## config.mk

```make
export PLATFORM = sky130hd
export DESIGN_NAME = sar_serial_slave
export DESIGN_NICKNAME = d
export VERILOG_FILES = /design/src/rtl/sar_ss_pkg.sv /design/src/rtl/sar_ss_sync.sv /design/src/rtl/sar_ss_mux.sv /design/src/rtl/sar_ss_bitsel.sv /design/src/rtl/sar_serial_slave.sv
export SDC_FILE = /design/constraint.sdc
export NUM_CORES = 1
export LEC_CHECK = 0
export ABC_AREA = 0
export BUFFER_PORTS_ARGS = -buffer_cell sky130_fd_sc_hd__buf_2
export CORE_UTILIZATION = 33
export CTS_CLUSTER_SIZE = 25
export DETAILED_ROUTE_END_ITERATION = 6
export GPL_TIMING_DRIVEN = 1
export SYNTH_ARGS = -nofsm -noshare
export SYNTH_HDL_FRONTEND = slang
export SYNTH_SLANG_ARGS = --single-unit
```

## constraint.sdc

```tcl
create_clock -name clk -period 3 [get_ports clk]
set_input_delay 0.45 -clock clk [delete_from_list [all_inputs] [get_ports clk]]
set_output_delay 0.45 -clock clk [all_outputs]
set_load 0.01 [all_outputs]
```

## src/rtl/sar_ss_pkg.sv

```systemverilog
package sar_ss_pkg;

    typedef enum logic [2:0] {
        ST_ARM    = 3'd0,
        ST_IDLE   = 3'd1,
        ST_CMD    = 3'd2,
        ST_SAMPLE = 3'd3,
        ST_SHIFT  = 3'd4
    } sif_state_e;

endpackage

```

## src/rtl/sar_ss_sync.sv

```systemverilog
module sar_ss_sync (
    input  logic clk,
    input  logic rst_n,
    input  logic cs_n,
    input  logic sclk,
    input  logic din,
    output logic cs_hi,
    output logic din_s,
    output logic rise,
    output logic fall
);
    logic cs_q, sclk_q, sclk_p, din_q;

    // cs resets to "low" so an idle-high pin must be observed before arming
    always_ff @(posedge clk or negedge rst_n) begin
        if (!rst_n) begin
            cs_q   <= 1'b0;
            sclk_q <= 1'b0;
            sclk_p <= 1'b0;
            din_q  <= 1'b0;
        end else begin
            cs_q   <= cs_n;
            sclk_q <= sclk;
            sclk_p <= sclk_q;
            din_q  <= din;
        end
    end

    assign cs_hi = cs_q;
    assign din_s = din_q;
    assign rise  = sclk_q & ~sclk_p;
    assign fall  = ~sclk_q & sclk_p;
endmodule

```

## src/rtl/sar_ss_mux.sv

```systemverilog
module sar_ss_mux #(
    parameter int RES_W  = 12,
    parameter int NUM_CH = 8,
    parameter int SEL_W  = $clog2(NUM_CH)
) (
    input  logic [NUM_CH*RES_W-1:0] se_data,
    input  logic [NUM_CH*RES_W-1:0] diff_data,
    input  logic                    single,
    input  logic [SEL_W-1:0]        sel,
    output logic [RES_W-1:0]        word
);
    logic [RES_W-1:0] se_arr   [NUM_CH];
    logic [RES_W-1:0] diff_arr [NUM_CH];

    for (genvar g = 0; g < NUM_CH; g++) begin : g_unpack
        assign se_arr[g]   = se_data[g*RES_W +: RES_W];
        assign diff_arr[g] = diff_data[g*RES_W +: RES_W];
    end

    assign word = single ? se_arr[sel] : diff_arr[sel];
endmodule

```

## src/rtl/sar_ss_bitsel.sv

```systemverilog
module sar_ss_bitsel #(
    parameter int RES_W = 12,
    parameter int CNT_W = $clog2(2*RES_W+1)
) (
    input  logic [RES_W-1:0] word,
    input  logic [CNT_W-1:0] idx,
    output logic             bit_o
);
    // idx 0: null, 1..RES_W: MSB first, RES_W+1..2*RES_W-1: LSB-first repeat, else 0
    always_comb begin
        bit_o = 1'b0;
        for (int b = 0; b < RES_W; b++) begin
            if (int'(idx) == RES_W - b)
                bit_o = word[b];
            if (b > 0 && int'(idx) == RES_W + b)
                bit_o = word[b];
        end
    end
endmodule

```

## src/rtl/sar_serial_slave.sv

```systemverilog
module sar_serial_slave
    import sar_ss_pkg::*;
#(
    parameter int RES_W  = 12,
    parameter int NUM_CH = 8
) (
    input  logic                    clk,
    input  logic                    rst_n,
    input  logic                    cs_n,
    input  logic                    sclk,
    input  logic                    din,
    input  logic [NUM_CH*RES_W-1:0] se_data,
    input  logic [NUM_CH*RES_W-1:0] diff_data,
    output logic                    dout,
    output logic                    dout_oe,
    output logic                    sample_win
);
    localparam int SEL_W = $clog2(NUM_CH);
    localparam int CMD_W = SEL_W + 1;
    localparam int BIT_W = (CMD_W > 1) ? $clog2(CMD_W) : 1;
    localparam int CNT_W = $clog2(2*RES_W + 1);
    localparam logic [CNT_W-1:0] CNT_LAST = CNT_W'(2*RES_W);
    localparam logic [BIT_W-1:0] BIT_LAST = BIT_W'(CMD_W - 1);

    typedef struct packed {
        sif_state_e       state;
        logic [CMD_W-1:0] cmd;
        logic [BIT_W-1:0] bit_cnt;
        logic             half;
        logic [CNT_W-1:0] shift_cnt;
        logic [RES_W-1:0] word;
        logic             dout;
        logic             oe;
        logic             samp;
    } sif_regs_t;

    sif_regs_t q, d;

    logic cs_hi, din_s, rise, fall;
    logic [RES_W-1:0] sel_word;
    logic [CNT_W-1:0] cnt_nxt;
    logic             nxt_bit;

    sar_ss_sync u_sync (
        .clk   (clk),
        .rst_n (rst_n),
        .cs_n  (cs_n),
        .sclk  (sclk),
        .din   (din),
        .cs_hi (cs_hi),
        .din_s (din_s),
        .rise  (rise),
        .fall  (fall)
    );

    sar_ss_mux #(.RES_W(RES_W), .NUM_CH(NUM_CH), .SEL_W(SEL_W)) u_mux (
        .se_data   (se_data),
        .diff_data (diff_data),
        .single    (q.cmd[CMD_W-1]),
        .sel       (q.cmd[SEL_W-1:0]),
        .word      (sel_word)
    );

    assign cnt_nxt = (q.shift_cnt == CNT_LAST) ? q.shift_cnt : q.shift_cnt + 1'b1;

    sar_ss_bitsel #(.RES_W(RES_W), .CNT_W(CNT_W)) u_bitsel (
        .word  (q.word),
        .idx   (cnt_nxt),
        .bit_o (nxt_bit)
    );

    always_comb begin
        d = q;
        if (cs_hi) begin
            d.state = ST_IDLE;
            d.oe    = 1'b0;
            d.dout  = 1'b0;
            d.samp  = 1'b0;
        end else begin
            unique case (q.state)
                ST_ARM: ;
                ST_IDLE: begin
                    if (rise && din_s) begin
                        d.state   = ST_CMD;
                        d.bit_cnt = '0;
                    end
                end
                ST_CMD: begin
                    if (rise) begin
                        d.cmd     = {q.cmd[CMD_W-2:0], din_s};
                        d.bit_cnt = q.bit_cnt + 1'b1;
                        if (q.bit_cnt == BIT_LAST) begin
                            d.state = ST_SAMPLE;
                            d.samp  = 1'b1;
                            d.half  = 1'b0;
                        end
                    end
                end
                ST_SAMPLE: begin
                    if (fall) begin
                        if (!q.half) begin
                            d.half = 1'b1;
                        end else begin
                            d.state     = ST_SHIFT;
                            d.word      = sel_word;
                            d.shift_cnt = '0;
                            d.samp      = 1'b0;
                            d.oe        = 1'b1;
                            d.dout      = 1'b0;
                        end
                    end
                end
                ST_SHIFT: begin
                    if (fall) begin
                        d.shift_cnt = cnt_nxt;
                        d.dout      = nxt_bit;
                    end
                end
                default: d.state = ST_IDLE;
            endcase
        end
    end

    always_ff @(posedge clk or negedge rst_n) begin
        if (!rst_n) begin
            q.state     <= ST_ARM;
            q.cmd       <= '0;
            q.bit_cnt   <= '0;
            q.half      <= 1'b0;
            q.shift_cnt <= '0;
            q.word      <= '0;
            q.dout      <= 1'b0;
            q.oe        <= 1'b0;
            q.samp      <= 1'b0;
        end else begin
            q <= d;
        end
    end

    assign dout       = q.dout;
    assign dout_oe    = q.oe;
    assign sample_win = q.samp;

    AST_ARM_STAYS_QUIET: assert property (@(posedge clk) disable iff (!rst_n)
        (q.state == ST_ARM) |=> (q.state == ST_ARM || q.state == ST_IDLE));
    AST_WIN_BEFORE_DRIVE: assert property (@(posedge clk) disable iff (!rst_n)
        $rose(dout_oe) |-> $past(sample_win));
    AST_WIN_OE_EXCLUSIVE: assert property (@(posedge clk) disable iff (!rst_n)
        !(sample_win && dout_oe));
    AST_NULL_LEADS: assert property (@(posedge clk) disable iff (!rst_n)
        $rose(dout_oe) |-> !dout);
    AST_DOUT_ON_FALL_ONLY: assert property (@(posedge clk) disable iff (!rst_n)
        (dout_oe && $past(dout_oe) && !$past(fall)) |-> $stable(dout));
    AST_CS_RELEASES_BUS: assert property (@(posedge clk) disable iff (!rst_n)
        cs_hi |=> (!dout_oe && !sample_win));
    AST_WORD_HELD: assert property (@(posedge clk) disable iff (!rst_n)
        (q.state == ST_SHIFT && $past(q.state == ST_SHIFT)) |-> $stable(q.word));
    AST_QUIET_WHEN_OFF: assert property (@(posedge clk) disable iff (!rst_n)
        !dout_oe |-> !dout);
endmodule

```

==> results of run 1 <==
cells in the final DEF, fill, tap and decap left out, drive strengths merged, types with 4 or more instances in the layout:
master and n:
a21oi 8, nand3 8, nor2 12, dfrtp 34, mux2 17, nand2 30, buf 203, clkbuf 6
nand2b 5, inv 12, xnor2 4, mux4 60, ha 5, o21ai 15
worst max path at each step:
stage                     slack [ns]  start    to
final                           0.25  q[15]  dout
after global placement          0.36  q[15]  dout
after global routing            0.08  q[15]  dout
after detailed placement        0.33  q[15]  dout
after CTS                       0.31  q[15]  dout
after floorplan                 0.66  q[15]  dout
stage by stage:
step	util, %	total power, W	worst slack, ns
after floorplan	-	0.000711	0.660
after global placement	45.6	0.000876	0.355
after detailed placement	45.6	0.000884	0.329
after CTS	46.5	0.00123	0.312
after global routing	46.5	0.00127	0.0762
final	46.5	0.00121	0.249
state kept, by name, indices dropped and copies added, names as in the netlist:
signal	cells
dout_oe	1
dout	1
q	27
sample_win	1
u_sync.din_s	1
u_sync.cs_hi	1
u_sync.sclk_p	1
u_sync.sclk_q	1
synth_stat cells, drive strengths merged (2+ instances only):
cell / count
a21boi: 2
or2: 2
o311ai: 2
a21oi: 8
nor3: 2
mux2: 17
mux2i: 3
nor2b: 3
o221ai: 2
xnor2: 4
nor2: 12
ha: 5
dfrtp: 34
inv: 12
o211ai: 2
buf: 19
o32ai: 3
nand2b: 5
clkbuf: 6
mux4: 60
and2: 3
nand2: 30
nand3: 8
and3: 3
o21ai: 15
o22ai: 2
xor2: 2
or3: 3
a21o: 2
layout make-up:
class | instances | share of cell area, %
Tap cell | 133 | 3.60
Inverter | 12 | 0.974
Sequential cell | 34 | 18.5
Clock buffer | 6 | 1.57
Multi-Input combinational cell | 217 | 52.3
Clock inverter | 2 | 0.298
Timing Repair Buffer | 203 | 22.7
layer usage:
layer | track usage, % | part of all wire, %
met1 | 27.1 | 42
met3 | 4.07 | 5.6
met4 | 5.61 | 1.3
met2 | 34.6 | 51
met5 | 0 | 0
critical path: stages, from the launching register on:
cell and delay, ns:
sky130_fd_sc_hd__dfrtp_1 0.58, sky130_fd_sc_hd__ha_1 0.49, sky130_fd_sc_hd__xor2_1 0.18, sky130_fd_sc_hd__or3_1 0.33
sky130_fd_sc_hd__a21oi_1 0.16, sky130_fd_sc_hd__o21ai_1 0.12, sky130_fd_sc_hd__and4_4 0.19, sky130_fd_sc_hd__a2111oi_2 0.42
sky130_fd_sc_hd__o41ai_2 0.14
cells by family after synthesis:
| kind of cell | Yosys count | share of synthesized area [%] |
|---|---|---|
| buffers and inverters | 37 | 5.02 |
| XOR/XNOR | 6 | 1.53 |
| adder cells (fa/ha/maj) | 5 | 1.82 |
| flip-flops | 34 | 24.7 |
| AO/OA/AOI/OAI | 51 | 10.5 |
| multiplexers | 80 | 45.7 |
| AND/OR/NAND/NOR | 75 | 10.6 |
power breakdown:
part,switching (W),internal (W),total (W)
clock network,0.000175,0.000164,0.000339
logic,0.000126,0.000239,0.000365
registers,0.0000223,0.000481,0.000504
total,0.000323,0.000884,0.00121
==> run summary, run 1 <==
================================================================================
Maximum fanout count along the critical path                                  12
Count of state elements after synthesis                                       34
Post-Syn Instances                                                           288
Reg-to-reg critical path startpoint                                        q[15]
Number of warning messages in the yosys log                                    0
Distinct cell type count after synthesis                                      53
Number of placement rows                                                      36
Setup bufs post-CTS                                                            0
Number of antenna violations at the first check in global routing              0
Slack of the worst reg-to-reg path                                       0.25 ns
Count of buffers from port buffering                                         199
DR iter-0 viols                                                              175
Post-route cell area                                                 0.00463 mm2
Setup CP Type                                                       flop to flop
Most used flip-flop cell after synthesis                            sky130_fd_sc_hd__dfrtp_1
Die W                                                                     104 um
Multi-input combinational cell area                                  0.00242 mm2
Wire length of the first global-routing pass                            17600 um
GRT overflow                                                                   0
Level count of the clock H-tree                                                2
Average instance area after synthesis                                   11.9 um2
Routed len/inst                                                          17.7 um
Number of resized instances in the post-cts repair step                        0
Required @ worst endpoint                                                3.16 ns
Critical path endpoint category                                             flop
Die H                                                                     104 um
Highest attainable clock frequency                                       363 MHz
Worst r2r dst                                                               dout
Synthesized cell area                                                0.00344 mm2
Setup repair after global routing missed its margin                           no
Count of final max-slew check failures                                         0
Proportion of synthesized chip area in sequential cells                    24.7%
Area taken by flip-flops and latches                                     856 um2
Max transition margin                                                      44.8%
Peak supply drop                                                        0.166 mV
Largest area contributor in the synthesized netlist                 sky130_fd_sc_hd__mux4_2
Detail Route Antenna Nets                                                      0
Hold slack final                                                        0.225 ns
Post-placement cell count                                                    599
Post-layout net count                                                        675
Leakage power summed over all cells                                      2.05 nW
Via Count                                                                   3265
Async SR Flop Fraction                                                      100%
Crit path launch type                                                       flop
DP Area                                                              0.00454 mm2
Class of the worst hold path                                        input port to asynchronous set/reset pin
Number of detailed-routing iterations run before antenna repair                4
Final non-filler cell total                                                  607
Count of endpoints failing setup in the final report                           0
Antenna Cells                                                                  0
Initial Utilization                                                        34.6%
Number of enable flip-flop cells after synthesis                               0
Synth Net Count                                                              490
Area share of the largest cell type after synthesis                        39.3%
Post-DP HPWL                                                             9040 um
Hold-fix buffers, CTS                                                          0
Buffer type at the clock tree root                                  sky130_fd_sc_hd__clkbuf_8
Period minus WS final                                                    2.75 ns
Total power divided by cell area                                      261 mW/mm2
DRC violation count after routing                                              0
Core region area                                                     0.00995 mm2
Cell types with the largest area share after synthesis              sky130_fd_sc_hd__mux4_2, sky130_fd_sc_hd__dfrtp_1, sky130_fd_sc_hd__mux2_2
TritonCTS clock tree                                                       built
Final setup skew                                                      0.00390 ns
Max Cap Violations                                                             0
Global router's overall resource usage                                     20.6%
Number of buffers created by CTS                                               5
Final count of hold timing violations                                          0
Arrival time at the worst endpoint                                       2.91 ns
Global placement routability congestion                                    0.897
Result of the run                                                   finished, final reports clean
Maximum number of pins on one net before global-route repair                  51
Number of buffers between clock root and the deepest sink                      2
IO Count                                                                     200
FILL cells                                                                   959
WL final                                                                10700 um
Slew at the pin closest to its max-slew limit                           0.827 ns
Proportion of layout cells with a drive suffix above 1                     63.3%
Via count of the first global-routing pass                                  3483
Area of the die                                                       0.0108 mm2
Routed vias/inst                                                            5.38
Setup_tns                                                                   0 ns
Post-synthesis to final-layout area growth                                 34.5%
Logic depth of the worst register-to-register path                             8
Share of the cycle needed by the critical path after routing               91.7%
Reg clk slew, reported paths                                             0.07 ns
CTS sink cnt                                                                  34
Clock network latency to the later pin of the worst-skew pair            0.29 ns
================================================================================
Note: power is estimated with default switching activity, not from simulation.
==> inputs of run 2 (changes only) <==
- MAX_ROUTING_LAYER: not set -> met4
==> run 2 against run 1 <==
Worst setup slack gained 0.036 ns; clock power grew 9.7%; first-iteration DRC count shrank 33%; core utilization grew 0.13 points; hold slack lost 0.0031 ns; clock skew grew 0.00077 ns; sequential power is essentially flat; non-clock buffer count is the same.
==> run summary, run 2 (synthesis gave the netlist of run 1 again) <==
=====================================================================================
Result of the run                                                        finished, final reports clean
Count of endpoints failing setup in the final report                                0
Maximum number of pins on one net before global-route repair                       51
Clk network pwr share                                                           30.0%
Via Count                                                                        3307
Arrival time at the worst endpoint                                            2.88 ns
Core region area                                                          0.00995 mm2
Buffer type at the clock tree root                                       sky130_fd_sc_hd__clkbuf_8
Via count of the first global-routing pass                                       3535
PnR worst setup slack                                                        0.285 ns
Number of buffers between clock root and the deepest sink                           2
Peak supply drop                                                             0.173 mV
Count of final max-slew check failures                                              0
Total power divided by cell area                                           268 mW/mm2
Post-route cell area                                                      0.00464 mm2
Worst setup slack after placement                                            0.316 ns
CTS sink cnt                                                                       34
Hold slack final                                                             0.222 ns
Cell Chain, Critical Path                                                ha_1 > xor2_1 > or3_1 > a21oi_1 > o21ai_1 > and4_4 > a2111oi_2 > o41ai_2
Period minus WS final                                                         2.71 ns
Most frequent cells in the layout                                        sky130_fd_sc_hd__buf_2, sky130_fd_sc_hd__mux4_2, sky130_fd_sc_hd__dfrtp_1, sky130_fd_sc_hd__nand2_1, sky130_fd_sc_hd__mux2_2
Wire length of the first global-routing pass                                 17600 um
Detail Route Antenna Nets                                                           0
Number of resized instances in the post-cts repair step                             0
Post-layout net count                                                             675
Switching fraction of total power                                               26.7%
Slowest cell on crit path                                                sky130_fd_sc_hd__dfrtp_1
Post-DP HPWL                                                                  9050 um
TritonCTS clock tree                                                            built
Proportion of layout cells with a drive suffix above 1                          63.5%
Initial Utilization                                                             34.6%
GRT overflow                                                                        0
Setup_tns                                                                        0 ns
Area of the die                                                            0.0108 mm2
DRC violation count after routing                                                   0
Hold-fix buffers, CTS                                                               0
Global router's overall resource usage                                          21.1%
Max Cap Violations                                                                  0
Core Util, Final                                                                46.6%
Number of detailed-routing iterations run before antenna repair                     5
Class of the worst hold path                                             input port to asynchronous set/reset pin
Level count of the clock H-tree                                                     2
Most frequent standard cell in the layout excluding fill and tap cells   sky130_fd_sc_hd__buf_2
Highest attainable clock frequency                                            368 MHz
Crit path launch type                                                            flop
Share of the cycle needed by the critical path after routing                    90.5%
Routed vias/inst                                                                 5.45
Final setup skew                                                           0.00467 ns
Slew at the pin closest to its max-slew limit                                0.774 ns
Maximum fanout count along the critical path                                       12
Setup bufs post-CTS                                                                 0
Number of buffers created by CTS                                                    5
Antenna Cells                                                                       0
Setup repair after global routing missed its margin                                no
Count of buffers from port buffering                                              199
Reg clk slew, reported paths                                                  0.08 ns
Final count of hold timing violations                                               0
Reg with most FFs                                                                   q
Clock network latency to the later pin of the worst-skew pair                 0.29 ns
Number of antenna violations at the first check in global routing                   0
Die H                                                                          104 um
Routed len/inst                                                               17.6 um
Die W                                                                          104 um
Critical path endpoint category                                                  flop
Leakage power summed over all cells                                           2.05 nW
DR iter-0 viols                                                                   117
IO Count                                                                          200
DP Area                                                                   0.00454 mm2
Delay contributed by the slowest stage of the critical path                   0.58 ns
Post-synthesis to final-layout area growth                                      34.8%
Internal Pwr Total                                                         0.000909 W
Number of placement rows                                                           36
Required @ worst endpoint                                                     3.17 ns
Setup CP Type                                                            flop to flop
Max transition margin                                                           48.4%
Combinational group share of total power                                        29.4%
Number of flip-flops in the largest register                                       27
Net load switching power                                                   0.000332 W
WL final                                                                     10700 um
Global placement routability congestion                                         0.944
Part of the power in registers                                                  40.6%
=====================================================================================
## run 2: per-layer routing
metal  part of all wire [%]  track usage [%]  up-vias
met5                      0                -        -
met4                    1.9             6.12        0
met3                    6.2             4.32       20
met2                     49             33.9      135
met1                     43             26.9     1634
li1                       -                -     1518
## run 2: area by class of cell
cell class | instances | area (um2)
inverter | 12 | 45.0
sequential | 34 | 856
clock inverter | 2 | 16.3
clock buffer | 6 | 82.6
timing repair buffer | 203 | 1050
tap | 133 | 166
multi-input combinational | 217 | 2420
fill | 901 | 5320
## run 2: critical path, delay by kind of cell (launching register included)
kind	cells	cell delay, ns
AOI/OAI and AO/OA	4	0.80
DFF	1	0.58
and+or+nand+nor	2	0.53
adders and majority gates	1	0.50
xor gates and xnor gates	1	0.18
## run 2: power by group through the flow
stage / clock (W) / combinational, W / sequential, W
floorplan: 0 / 0.000212 / 0.000499
global placement: 0 / 0.000363 / 0.000513
detailed placement: 0 / 0.000371 / 0.000513
CTS: 0.000381 / 0.000371 / 0.000504
global route: 0.000400 / 0.000400 / 0.000508
finish: 0.000372 / 0.000365 / 0.000504
## run 2: final timing paths
| kind | start | to | slack, ns | depth (start not counted) |
|---|---|---|---|---|
| worst max-delay path | q[15] | dout | 0.29 | 8 |
| worst min-delay path | rst_n | u_sync.sclk_q | 0.22 | 1 |
| worst max register to register | q[15] | dout | 0.29 | 8 |
| worst min register to register | u_sync.sclk_q | u_sync.sclk_p | 0.41 | 0 |
| max in group asynchronous | rst_n | q[23] | 2.23 | 1 |
| min in group clk | sclk | u_sync.sclk_q | 0.26 | 1 |
## run 2: stage by stage
step	power, W	cells
after global placement	0.000876	599
after CTS	0.00126	607
final	0.00124	607
after global routing	0.00131	607
after floorplan	0.000711	288
after detailed placement	0.000884	599
==> inputs of run 3 (changes only) <==
- SYNTH_HIERARCHICAL: not set -> 1
==> run 3 against run 2 <==
The flow now finishes with violations (DRC); fmax grew 0.90%; sequential power grew 25%; final area grew 0.35%; worst setup slack gained 0.024 ns; area after synthesis grew 0.95%; core utilization shrank 1.3 points; routed wire length grew 7.7%; die area grew 0.93%; sequential share of layout area shrank 0.12 points; critical endpoint unchanged; largest cell class unchanged.
==> run summary, run 3 <==
=====================================================================================
Result of the run                                                        complete, but fails checks
Violated checks                                                                   DRC
Routed len/inst                                                               17.9 um
Die W                                                                          105 um
Highest attainable clock frequency                                            372 MHz
Setup CP Type                                                            flop to flop
Buffer type at the clock tree root                                       sky130_fd_sc_hd__clkbuf_8
Total power divided by cell area                                           354 mW/mm2
Detail Route Antenna Nets                                                           0
Hold-fix buffers, CTS                                                               0
Slew at the pin closest to its max-slew limit                                0.954 ns
Initial Utilization                                                             33.8%
Area share of the largest cell type after synthesis                             24.5%
Proportion of synthesized chip area in sequential cells                         24.5%
Synth Net Count                                                                   519
Final count of hold timing violations                                               0
Cell with the most instances after synthesis                             sky130_fd_sc_hd__nand2_1
Global router's overall resource usage                                          22.0%
Wire length of the first global-routing pass                                 18100 um
Average instance area after synthesis                                        10.9 um2
Reg clk slew, reported paths                                                  0.07 ns
Final non-filler cell total                                                       645
Max transition margin                                                           36.2%
Number of placement rows                                                           37
Number of antenna violations at the first check in global routing                   1
Die H                                                                          105 um
Number of buffers between clock root and the deepest sink                           2
Max Cap Violations                                                                  0
Arrival time at the worst endpoint                                            2.91 ns
Slowest cell on crit path                                                sky130_fd_sc_hd__xnor2_2
Most used flip-flop cell after synthesis                                 sky130_fd_sc_hd__dfrtp_1
Count of state elements after synthesis                                            34
Cell types with the largest area share after synthesis                   sky130_fd_sc_hd__dfrtp_1, sky130_fd_sc_hd__mux4_2, sky130_fd_sc_hd__mux4_1
Post-synthesis to final-layout area growth                                      34.1%
Maximum number of pins on one net before global-route repair                       35
Period minus WS final                                                         2.69 ns
Critical path endpoint category                                                  flop
Maximum fanout count along the critical path                                       16
Async SR Flop Fraction                                                           100%
IO Count                                                                          200
Peak supply drop                                                             0.181 mV
Via count of the first global-routing pass                                       3548
Number of flip-flops in the largest register                                       27
Count of final max-slew check failures                                              0
Post-layout net count                                                             707
Setup bufs post-CTS                                                                 0
Post-DP HPWL                                                                  9530 um
Reg-to-reg critical path startpoint                                             q[15]
CP Depth                                                                           10
Switching fraction of total power                                               32.4%
Net load switching power                                                   0.000533 W
Cell class contributing the biggest share of worst-path delay            simple AND/OR/NAND/NOR gates
Distinct cell type count after synthesis                                           60
Worst r2r dst                                                                    dout
TritonCTS clock tree                                                            built
Post-placement cell count                                                         636
Reg with most FFs                                                                   q
Level count of the clock H-tree                                                     2
Via Count                                                                        3465
Largest area contributor in the synthesized netlist                      sky130_fd_sc_hd__dfrtp_1
Synthesized cell area                                                     0.00347 mm2
Clk network pwr share                                                           20.1%
DRC violation count after routing                                                   1
Global placement routability congestion                                         0.962
Logic depth of the worst register-to-register path                                 10
Most frequent cells in the layout                                        sky130_fd_sc_hd__buf_2, sky130_fd_sc_hd__nand2_1, sky130_fd_sc_hd__mux4_2, sky130_fd_sc_hd__dfrtp_1, sky130_fd_sc_hd__a22oi_1
Critical path capture point                                                      dout
Most frequent standard cell in the layout excluding fill and tap cells   sky130_fd_sc_hd__buf_2
Clock network latency to the later pin of the worst-skew pair                 0.29 ns
Routed vias/inst                                                                 5.37
Proportion of layout cells with a drive suffix above 1                          52.8%
Setup repair after global routing missed its margin                                no
Final setup skew                                                           0.00579 ns
Share of the cycle needed by the critical path after routing                    89.7%
GRT overflow                                                                        0
Post-Syn Instances                                                                319
Hold slack final                                                             0.241 ns
Class of the worst hold path                                             input port to asynchronous set/reset pin
Cell Chain, Critical Path                                                ha_1 > nand3_1 > xnor2_2 > nand2_1 > or4b_1 > o21ai_2 > o41ai_2 > a21oi_1 > a32oi_1 > nor2_1
CTS sink cnt                                                                       34
Crit path launch type                                                            flop
Number of buffers created by CTS                                                    5
DR iter-0 viols                                                                   137
Number of warning messages in the yosys log                                         6
Delay contributed by the slowest stage of the critical path                   0.62 ns
Most frequent cells after synthesis                                      sky130_fd_sc_hd__nand2_1, sky130_fd_sc_hd__dfrtp_1, sky130_fd_sc_hd__mux4_2
Combinational group share of total power                                        41.6%
Number of detailed-routing iterations run before antenna repair                     6
Number of buffer and inverter stages on the critical path                           0
Count of buffers from port buffering                                              199
Core Util, Final                                                                45.3%
Area of the die                                                            0.0109 mm2
Part of the power in registers                                                  38.2%
Required @ worst endpoint                                                     3.22 ns
Internal Pwr Total                                                          0.00111 W
Leakage power summed over all cells                                           2.15 nW
Slack of the worst reg-to-reg path                                            0.31 ns
Number of enable flip-flop cells after synthesis                                    0
Critical path startpoint                                                        q[15]
WL final                                                                     11500 um
Count of endpoints failing setup in the final report                                0
Core region area                                                           0.0103 mm2
=====================================================================================
[run 3: cell count changes after synthesis, moves of 13 or more]
cell / delta
sky130_fd_sc_hd__nand2_1: +29
sky130_fd_sc_hd__mux4_2: -27
sky130_fd_sc_hd__mux2_2: -13
sky130_fd_sc_hd__mux4_1: +15
sky130_fd_sc_hd__a22oi_1: +26
[run 3: how the worst min path moves through the flow]
stage	startpoint	cells past startpoint	to	slack (ns)
finish	rst_n	1	sample_win	0.24
global route	sclk	1	u_sync/sclk_q	0.25
CTS	cs_n	1	u_sync/cs_hi	0.26
detailed placement	u_sync/sclk_q	0	u_sync/sclk_p	0.38
global placement	u_sync/sclk_q	0	u_sync/sclk_p	0.38
floorplan	rst_n	0	dout	0.15
[run 3: cells by family after synthesis]
family | Yosys count | synth area share, %
compound gates | 68 | 14.5
xor+xnor | 6 | 1.51
fa+ha+maj | 3 | 1.08
buf+inv | 37 | 6.09
flops | 34 | 24.5
mux | 60 | 36.4
simple gates | 111 | 16.0
[run 3: power groups by stage]
stage	registers (W)	clock network (W)	logic, W
finish	0.000629	0.000331	0.000685
global route	0.000646	0.000358	0.000748
CTS	0.000631	0.000341	0.000692
detailed placement	0.000639	0	0.000691
global placement	0.000639	0	0.000678
floorplan	0.000565	0	0.000533
[run 3: per-layer routing]
layer  up-vias  track usage, %  part of all wire [%]
met1      1686            27.4                    42
li1       1633               -                     -
met5         -               -                     0
met2       127            37.1                    51
met3        19            3.62                   4.8
met4         0            6.04                   2.1
[run 3: layout make-up]
type | instances | area [um2]
Tap cell | 136 | 170
Inverter | 10 | 37.5
Clock buffer | 6 | 72.6
Antenna cell | 1 | 2.50
Timing Repair Buffer | 208 | 1090
Clock inverter | 2 | 10.0
Multi-Input combinational cell | 248 | 2420
Sequential cell | 34 | 853
Fill cell | 1018 | 5620
[run 3: through the flow]
stage | setup WS (ns) | area [um2] | setup TNS [ns] | power (W)
global route | 0.117 | 4650 | 0 | 0.00175
floorplan | 0.518 | 3470 | 0 | 0.00110
CTS | 0.190 | 4650 | 0 | 0.00166
detailed placement | -0.0369 | 4560 | -0.0369 | 0.00133
global placement | 0.0450 | 4560 | 0 | 0.00132
finish | 0.309 | 4650 | 0 | 0.00165
[run 3: timing repair]
| action | CTS | global route |
|---|---|---|
| endpoints found under the hold margin | 0 | 0 |
| setup endpoints to repair | 1 | 1 |
| gates resized for setup | 1 | 1 |
| pin swaps | 0 | 0 |
